**src/rtl/rcl_pkg.sv**
```systemverilog
package rcl_pkg;

  localparam int CMD_W = 8;

  localparam logic [CMD_W-1:0] CODE_READ   = 8'h33;
  localparam logic [CMD_W-1:0] CODE_MATCH  = 8'h55;
  localparam logic [CMD_W-1:0] CODE_SEARCH = 8'hF0;
  localparam logic [CMD_W-1:0] CODE_CSRCH  = 8'hEC;
  localparam logic [CMD_W-1:0] CODE_SKIP   = 8'hCC;
  localparam logic [CMD_W-1:0] CODE_FSKIP  = 8'h3C;
  localparam logic [CMD_W-1:0] CODE_FMATCH = 8'h69;
  localparam logic [CMD_W-1:0] CODE_RESUME = 8'hA5;

  typedef enum logic [2:0] {
    ST_IDLE, ST_CMD, ST_SEND_ID, ST_MATCH,
    ST_SR_TRUE, ST_SR_CMPL, ST_SR_DIR, ST_GRANT
  } rcl_state_e;

  typedef enum logic [2:0] {
    OP_READ, OP_MATCH, OP_SEARCH, OP_CSEARCH,
    OP_SKIP, OP_RESUME, OP_UNKNOWN
  } rcl_op_e;

  typedef struct packed {
    rcl_op_e op;
    logic    go_fast;
  } rcl_cmd_t;

endpackage

```
**src/rtl/rcl_cmd_shift.sv**
```systemverilog
module rcl_cmd_shift #(
  parameter int W = 8
) (
  input  logic         clk,
  input  logic         rst_n,
  input  logic         clear,
  input  logic         shift_en,
  input  logic         bit_in,
  output logic         byte_done,
  output logic [W-1:0] byte_out
);
  localparam int CNT_W = (W > 1) ? $clog2(W) : 1;
  localparam logic [CNT_W-1:0] LAST = CNT_W'(W - 1);

  logic [W-1:0]     sh_q;
  logic [CNT_W-1:0] cnt_q;

  // Byte as it stands once the current bit lands (LSB first).
  assign byte_out  = {bit_in, sh_q[W-1:1]};
  assign byte_done = shift_en && (cnt_q == LAST);

  always_ff @(posedge clk or negedge rst_n) begin
    if (!rst_n) begin
      sh_q  <= '0;
      cnt_q <= '0;
    end else if (clear) begin
      cnt_q <= '0;
    end else if (shift_en) begin
      sh_q  <= byte_out;
      cnt_q <= byte_done ? '0 : cnt_q + 1'b1;
    end
  end

  // the bit counter moves only when a bit is shifted or cleared
  a_r2_cnt_still: assert property (@(posedge clk) disable iff (!rst_n)
    (!shift_en && !clear) |=> $stable(cnt_q));

endmodule

```
**src/rtl/rcl_cmd_decode.sv**
```systemverilog
module rcl_cmd_decode
  import rcl_pkg::*;
(
  input  logic [CMD_W-1:0] code,
  output rcl_cmd_t         cmd
);
  always_comb begin
    cmd.go_fast = 1'b0;
    cmd.op      = OP_UNKNOWN;
    case (code)
      CODE_READ:   cmd.op = OP_READ;
      CODE_MATCH:  cmd.op = OP_MATCH;
      CODE_FMATCH: begin cmd.op = OP_MATCH; cmd.go_fast = 1'b1; end
      CODE_SEARCH: cmd.op = OP_SEARCH;
      CODE_CSRCH:  cmd.op = OP_CSEARCH;
      CODE_SKIP:   cmd.op = OP_SKIP;
      CODE_FSKIP:  begin cmd.op = OP_SKIP; cmd.go_fast = 1'b1; end
      CODE_RESUME: cmd.op = OP_RESUME;
      default:     cmd.op = OP_UNKNOWN;
    endcase
  end
endmodule

```
**src/rtl/rcl_bit_index.sv**
```systemverilog
module rcl_bit_index #(
  parameter int N = 64
) (
  input  logic                 clk,
  input  logic                 rst_n,
  input  logic                 clear,
  input  logic                 step,
  output logic [$clog2(N)-1:0] idx,
  output logic                 last
);
  localparam int IW = $clog2(N);
  localparam logic [IW-1:0] TOP = IW'(N - 1);

  always_ff @(posedge clk or negedge rst_n) begin
    if (!rst_n)      idx <= '0;
    else if (clear)  idx <= '0;
    else if (step)   idx <= (idx == TOP) ? '0 : idx + 1'b1;
  end

  assign last = (idx == TOP);

  // the index holds between steps
  a_r3_idx_hold: assert property (@(posedge clk) disable iff (!rst_n)
    (!clear && !step) |=> $stable(idx));

endmodule

```
**src/rtl/rom_cmd_layer.sv**
```systemverilog
module rom_cmd_layer
  import rcl_pkg::*;
#(
  parameter int ID_W = 64
) (
  input  logic            clk,
  input  logic            rst_n,
  input  logic            bus_rst,
  input  logic            rst_std,
  input  logic            rx_valid,
  input  logic            rx_bit,
  output logic            rx_ready,
  output logic            tx_valid,
  output logic            tx_bit,
  input  logic            tx_ready,
  input  logic [ID_W-1:0] dev_id,
  input  logic            alarm_in,
  output logic            overdrive,
  output logic            mem_grant
);
  localparam int IW = $clog2(ID_W);

  rcl_state_e       state_q;
  logic             sel_q;
  logic             od_q;
  logic             rx_fire, tx_fire;
  logic             byte_done;
  logic [CMD_W-1:0] code;
  rcl_cmd_t         cmd;
  logic [IW-1:0]    idx;
  logic             idx_last;
  logic             idx_clr, idx_step;
  logic             id_bit, bit_ok;

  assign rx_ready = (state_q == ST_IDLE) || (state_q == ST_CMD) ||
                    (state_q == ST_MATCH) || (state_q == ST_SR_DIR);
  assign tx_valid = (state_q == ST_SEND_ID) || (state_q == ST_SR_TRUE) ||
                    (state_q == ST_SR_CMPL);
  assign rx_fire  = rx_valid && rx_ready;
  assign tx_fire  = tx_valid && tx_ready;

  assign id_bit = dev_id[idx];
  assign bit_ok = (rx_bit == id_bit);
  assign tx_bit = (state_q == ST_SR_CMPL) ? ~id_bit : (tx_valid & id_bit);

  rcl_cmd_shift #(.W(CMD_W)) u_shift (
    .clk      (clk),
    .rst_n    (rst_n),
    .clear    (bus_rst || (state_q != ST_CMD)),
    .shift_en (!bus_rst && (state_q == ST_CMD) && rx_fire),
    .bit_in   (rx_bit),
    .byte_done(byte_done),
    .byte_out (code)
  );

  rcl_cmd_decode u_dec (
    .code(code),
    .cmd (cmd)
  );

  assign idx_clr  = bus_rst || (state_q == ST_CMD);
  assign idx_step = ((state_q == ST_SEND_ID) && tx_fire) ||
                    ((state_q == ST_MATCH)   && rx_fire && bit_ok) ||
                    ((state_q == ST_SR_DIR)  && rx_fire && bit_ok);

  rcl_bit_index #(.N(ID_W)) u_idx (
    .clk  (clk),
    .rst_n(rst_n),
    .clear(idx_clr),
    .step (idx_step),
    .idx  (idx),
    .last (idx_last)
  );

  always_ff @(posedge clk or negedge rst_n) begin
    if (!rst_n) begin
      state_q <= ST_IDLE;
      sel_q   <= 1'b0;
      od_q    <= 1'b0;
    end else if (bus_rst) begin
      state_q <= ST_CMD;
      if (rst_std) od_q <= 1'b0;
    end else begin
      case (state_q)
        ST_CMD: if (byte_done) begin
          if (cmd.go_fast) od_q <= 1'b1;
          if (cmd.op != OP_RESUME) sel_q <= 1'b0;
          case (cmd.op)
            OP_READ:    state_q <= ST_SEND_ID;
            OP_MATCH:   state_q <= ST_MATCH;
            OP_SEARCH:  state_q <= ST_SR_TRUE;
            OP_CSEARCH: state_q <= alarm_in ? ST_SR_TRUE : ST_IDLE;
            OP_SKIP:    state_q <= ST_GRANT;
            OP_RESUME:  state_q <= sel_q ? ST_GRANT : ST_IDLE;
            default:    state_q <= ST_IDLE;
          endcase
        end
        ST_SEND_ID: if (tx_fire && idx_last) state_q <= ST_GRANT;
        ST_MATCH: if (rx_fire) begin
          if (!bit_ok) state_q <= ST_IDLE;
          else if (idx_last) begin
            state_q <= ST_GRANT;
            sel_q   <= 1'b1;
          end
        end
        ST_SR_TRUE: if (tx_fire) state_q <= ST_SR_CMPL;
        ST_SR_CMPL: if (tx_fire) state_q <= ST_SR_DIR;
        ST_SR_DIR: if (rx_fire) begin
          if (!bit_ok) state_q <= ST_IDLE;
          else if (idx_last) begin
            state_q <= ST_GRANT;
            sel_q   <= 1'b1;
          end else state_q <= ST_SR_TRUE;
        end
        default: state_q <= state_q;
      endcase
    end
  end

  assign overdrive = od_q;
  assign mem_grant = (state_q == ST_GRANT);

  // never receive and transmit at once
  a_r2_dir_excl: assert property (@(posedge clk) disable iff (!rst_n)
    !(tx_valid && rx_ready));

  // an offered bit holds until taken
  a_r3_tx_hold: assert property (@(posedge clk) disable iff (!rst_n)
    (tx_valid && !tx_ready && !bus_rst) |=> (tx_valid && $stable(tx_bit)));

  // bus reset drops the grant
  a_r11_rst_drop: assert property (@(posedge clk) disable iff (!rst_n)
    bus_rst |=> !mem_grant);

  // a standard-length bus reset returns to standard speed
  a_r11_std_slow: assert property (@(posedge clk) disable iff (!rst_n)
    (bus_rst && rst_std) |=> !overdrive);

  // overdrive is entered only on a completed command byte
  a_r8_fast_entry: assert property (@(posedge clk) disable iff (!rst_n)
    $rose(overdrive) |-> $past(byte_done && !bus_rst));

  // resume grants only with the selection flag set
  a_r9_resume_sel: assert property (@(posedge clk) disable iff (!rst_n)
    (byte_done && !bus_rst && cmd.op == OP_RESUME) |=> (mem_grant == $past(sel_q)));

  // the grant is reached only from an active stage
  a_r4_grant_path: assert property (@(posedge clk) disable iff (!rst_n)
    $rose(mem_grant) |-> $past(state_q != ST_IDLE));

endmodule

```
**config.mk**
```make
export PLATFORM = sky130hd
export DESIGN_NAME = rom_cmd_layer
export DESIGN_NICKNAME = d
export VERILOG_FILES = /design/src/rtl/rcl_pkg.sv /design/src/rtl/rcl_cmd_shift.sv /design/src/rtl/rcl_cmd_decode.sv /design/src/rtl/rcl_bit_index.sv /design/src/rtl/rom_cmd_layer.sv
export SDC_FILE = /design/constraint.sdc
export NUM_CORES = 1
export LEC_CHECK = 0
export ABC_AREA = 1
export BUFFER_PORTS_ARGS = -buffer_cell sky130_fd_sc_hd__clkbuf_2
export CELL_PAD_IN_SITES_DETAIL_PLACEMENT = 0
export CELL_PAD_IN_SITES_GLOBAL_PLACEMENT = 2
export CORE_MARGIN = 1
export CORE_UTILIZATION = 24
export DETAILED_ROUTE_END_ITERATION = 10
export GPL_TIMING_DRIVEN = 1
export PLACE_DENSITY = 0.77
export SYNTH_ARGS = -nofsm -noshare
export SYNTH_HDL_FRONTEND = slang
export SYNTH_SLANG_ARGS = --single-unit
```
**constraint.sdc**
```tcl
create_clock -name clk -period 2.2 [get_ports clk]
set_input_delay 0.22 -clock clk [delete_from_list [all_inputs] [get_ports clk]]
set_output_delay 0.22 -clock clk [all_outputs]
set_load 0.01 [all_outputs]
```
==> qor.csv <==
stage,metric,value,unit
finish,regArea,529.3,µm²
global_routing,overflow,0,
timing,fmax,445.1,MHz
critical_path,critPathSlowestCell,dfrtp_4,
finish,stdcell_count,585,
min_path,hold_end,overdrive,
run_status,status,"complete, but fails checks",
cts,clk_pin_slew_worst_paths,0.09,ns
routing,top_layer_used,met4,
critical_path,worst_r2r_endpoint,u_idx.idx[5],
critical_path,criticalPathCategory,reg -> out,
finish,layout_commonest_cell,nand2_1,
finish,multi_input_area,0.001558,mm²
power_and_ir_drop,vdd_drop_max,0.4307,mV
routing,route.layer.met1.wl,3580,µm
timing,grt_setup_unrepaired,true,
min_path,hold_path.startpoint,rst_std,
timing,relSlewSlack,51.22,%
routing,drc,0,
routing,ant_nets,0,
critical_path,required,1.98,ns
global_routing,grt_pass1_vias,2654,
synth,synth-seq-cells,21,
synth,synthCells,383,
critical_path,cp_data_arrival_time,2.03,ns
timing,fin_crit_sh,102.1,%
finish,drive_gt1_share,33.12,%
synth,yosysSeqAreaShare,24.08,%
synth,syn_area_per_cell,5.697,µm²
global_routing,antenna_found_initial,0,
critical_path,cpLargestDelayFamily,flip-flops,
die,rows,34,
finish,area_growth,42.66,%
synth,synth_cell_types,28,
routing,met2_length,3854,µm
run_status,failed_checks,setup timing,
finish,fin_nets,554,
finish,fillers,969,
critical_path,cpPeakStageDelay,0.59,ns
finish,layout_common_cells,"nand2_1, clkbuf_2, nand3_1, inv_1, nor2_1",
finish,final_util,35.52,%
timing,clock_skew,0.003293,ns
critical_path,worst-r2r-cell-count,14,
critical_path,critical_path.endpoint_type,primary output,
routing,drt-total-wl,7658,µm
critical_path,cp_max_fo,8,
die,coreArea,0.008763,mm²
die,num_io_pins,77,
min_path,hold_depth,2,
job,cap_violations,0,
global_routing,grt_pass1_wl,12280,µm
timing,hold_viol_final,0,
cts,htreeDepth,1,
routing,vias,2730,
critical_path,path_cells,"buf_6, clkbuf_16, nand2_2, nand2_1, a21oi_1, nand3_1, nand3_2, nand3_2, nand2_2, nand2_2, o21ai_2, buf_2",
synth,yosysTopAreaCell,nand2_1,
routing,wl_per_cell,13.09,µm
cts,cts_made_buffers,3,
placed_design,gp_congestion,0.8160,
placed_design,placed_cells,566,
routing,wl_met3,193,µm
power_and_ir_drop,leakagePower,0.001647,µW
die,die_h,97.35,µm
placed_design,port_buffers,76,
timing,worst_pin_slew,0.7317,ns
min_path,hp-class,in -> reg,
cts,cts_buffer_depth,2,
critical_path,cp_common_cell,nand2_2,
power_and_ir_drop,power_density,914.6,mW/mm²
synth,synth_top_area_share,25.97,%
routing,vias_per_cell,4.667,
timing,layout_setup_ws,-0.04665,ns
critical_path,path_buf_inv,3,
global_routing,track_usage,15.58,%
finish,insertedDiodeCount,0,
timing,fin_tns_setup,-0.04665,ns
timing,slew_viol_final,0,
synth,synth.area.top_cells,"nand2_1, dfrtp_1, nand3_1",
synth,ys_warn_count,0,
placed_design,post-dp-hpwl,5521,µm
cts,clk_latency,0.27,ns
synth,syn_nets,459,
die,dieArea,0.009477,mm²
die,start_util,24.90,%
timing,setup_viol,1,
cts,cts_tree,done,
cts,root_buffer,clkbuf_8,
die,die_w,97.35,µm
synth,syn_area,0.002182,mm²
critical_path,startpoint_type,flop,
critical_path,cp_num_cells,12,
timing,period_needed,2.247,ns
critical_path,reg2reg_from,u_idx.idx[0],
routing,drt_iter0_markers,109,
routing,first_pass_iters,5,
global_routing,grt_max_degree,35,
cts,cts.sinks,21,
critical_path,reg2reg_slack,0.06,ns
per-layer routing:
metal	global-route usage [%]	vias up
li1	-	1427
met1	19.97	1261
met2	28.55	40
met3	1.871	2
met4	2.036	0
met5	0	-
power by group:
part | total (µW) | switching, µW | internal (µW) | leakage, µW
clock network | 268 | 141 | 127 | 0.0000255
logic | 1900 | 1140 | 758 | 0.00134
registers | 682 | 175 | 507 | 0.000279
total | 2850 | 1460 | 1390 | 0.00165
kinds of logic (layout without fill, tap and decap cells):
logic type	after synthesis	count (layout)	synth area share, %
DFF	21	21	24.08
and+or+nand+nor	263	264	51.83
buffers and inverters	53	146	11.47
adders and majority gates	4	4	2.294
AOI/OAI and AO/OA	42	42	10.32
worst reg2reg max path: cells and delay by family, from the launching register on:
family                 cells  cell delay [ns]
buffers and inverters      2             0.31
AO/OA/AOI/OAI              2             0.29
AND/OR/NAND/NOR           10             0.85
flip-flops                 1             0.59
state kept, by name, indices dropped and copies added, names as in the netlist:
register,cells
u_shift.sh_q,7
overdrive,1
state_q,3
u_idx.idx,6
u_shift.cnt_q,3
sel_q,1
final cells by class:
type                    count  share of cell area [%]
clock buffers               3                   1.326
clock inverters             1                  0.1608
inverters                  41                   5.386
multi-input cells         310                   50.04
flip-flops and latches     21                   17.00
well taps                 108                   4.341
repair buffers             98                   20.66
repair inverters            3                   1.085
worst max path at each step:
stage                     from          to  slack [ns]
2_1_floorplan  u_shift.sh_q[6]  state_q[2]        0.32
3_3_place_gp      u_idx.idx[0]  state_q[0]        0.07
3_5_place_dp      u_idx.idx[0]  state_q[0]        0.07
4_1_cts           u_idx.idx[0]      tx_bit       -0.02
5_1_grt           u_idx.idx[0]      tx_bit       -0.17
6_report          u_idx.idx[0]      tx_bit       -0.05
synthesized netlist by cell type (all sizes together):
library cell	count
nand2	155
nand3	58
inv	40
nor2	38
o21ai	22
dfrtp	21
a21oi	13
buf	10
nand4	7
nor3	5
ha	4
a31oi	3
clkbuf	2
a22oi	1
clkinv	1
o211ai	1
o21bai	1
o22a	1
stage by stage:
step / hold WS, ns / total power [µW] / instance area (µm²) / setup slack [ns]
after CTS: 0.1085 / 2497 / 2798 / -0.02182
after detailed placement: 0.2521 / 2159 / 2700 / 0.06922
after global routing: 0.1179 / 3128 / 3113 / -0.1745
final: 0.1155 / 2847 / 3113 / -0.04665
after floorplan: -0.07559 / 1730 / 2182 / 0.3155
after global placement: 0.2512 / 2164 / 2700 / 0.07162
timing repair:
action                                  in CTS  in global routing
cloned                                       1                  6
endpoints found under the setup margin       1                 11
buffers inserted                             0                  7
gates resized for setup                      7                 47
hold buffers                                 1                  0
pin swaps                                    0                 19
hold endpoints to repair                    21                  0
(Power assumes the default switching activity.)
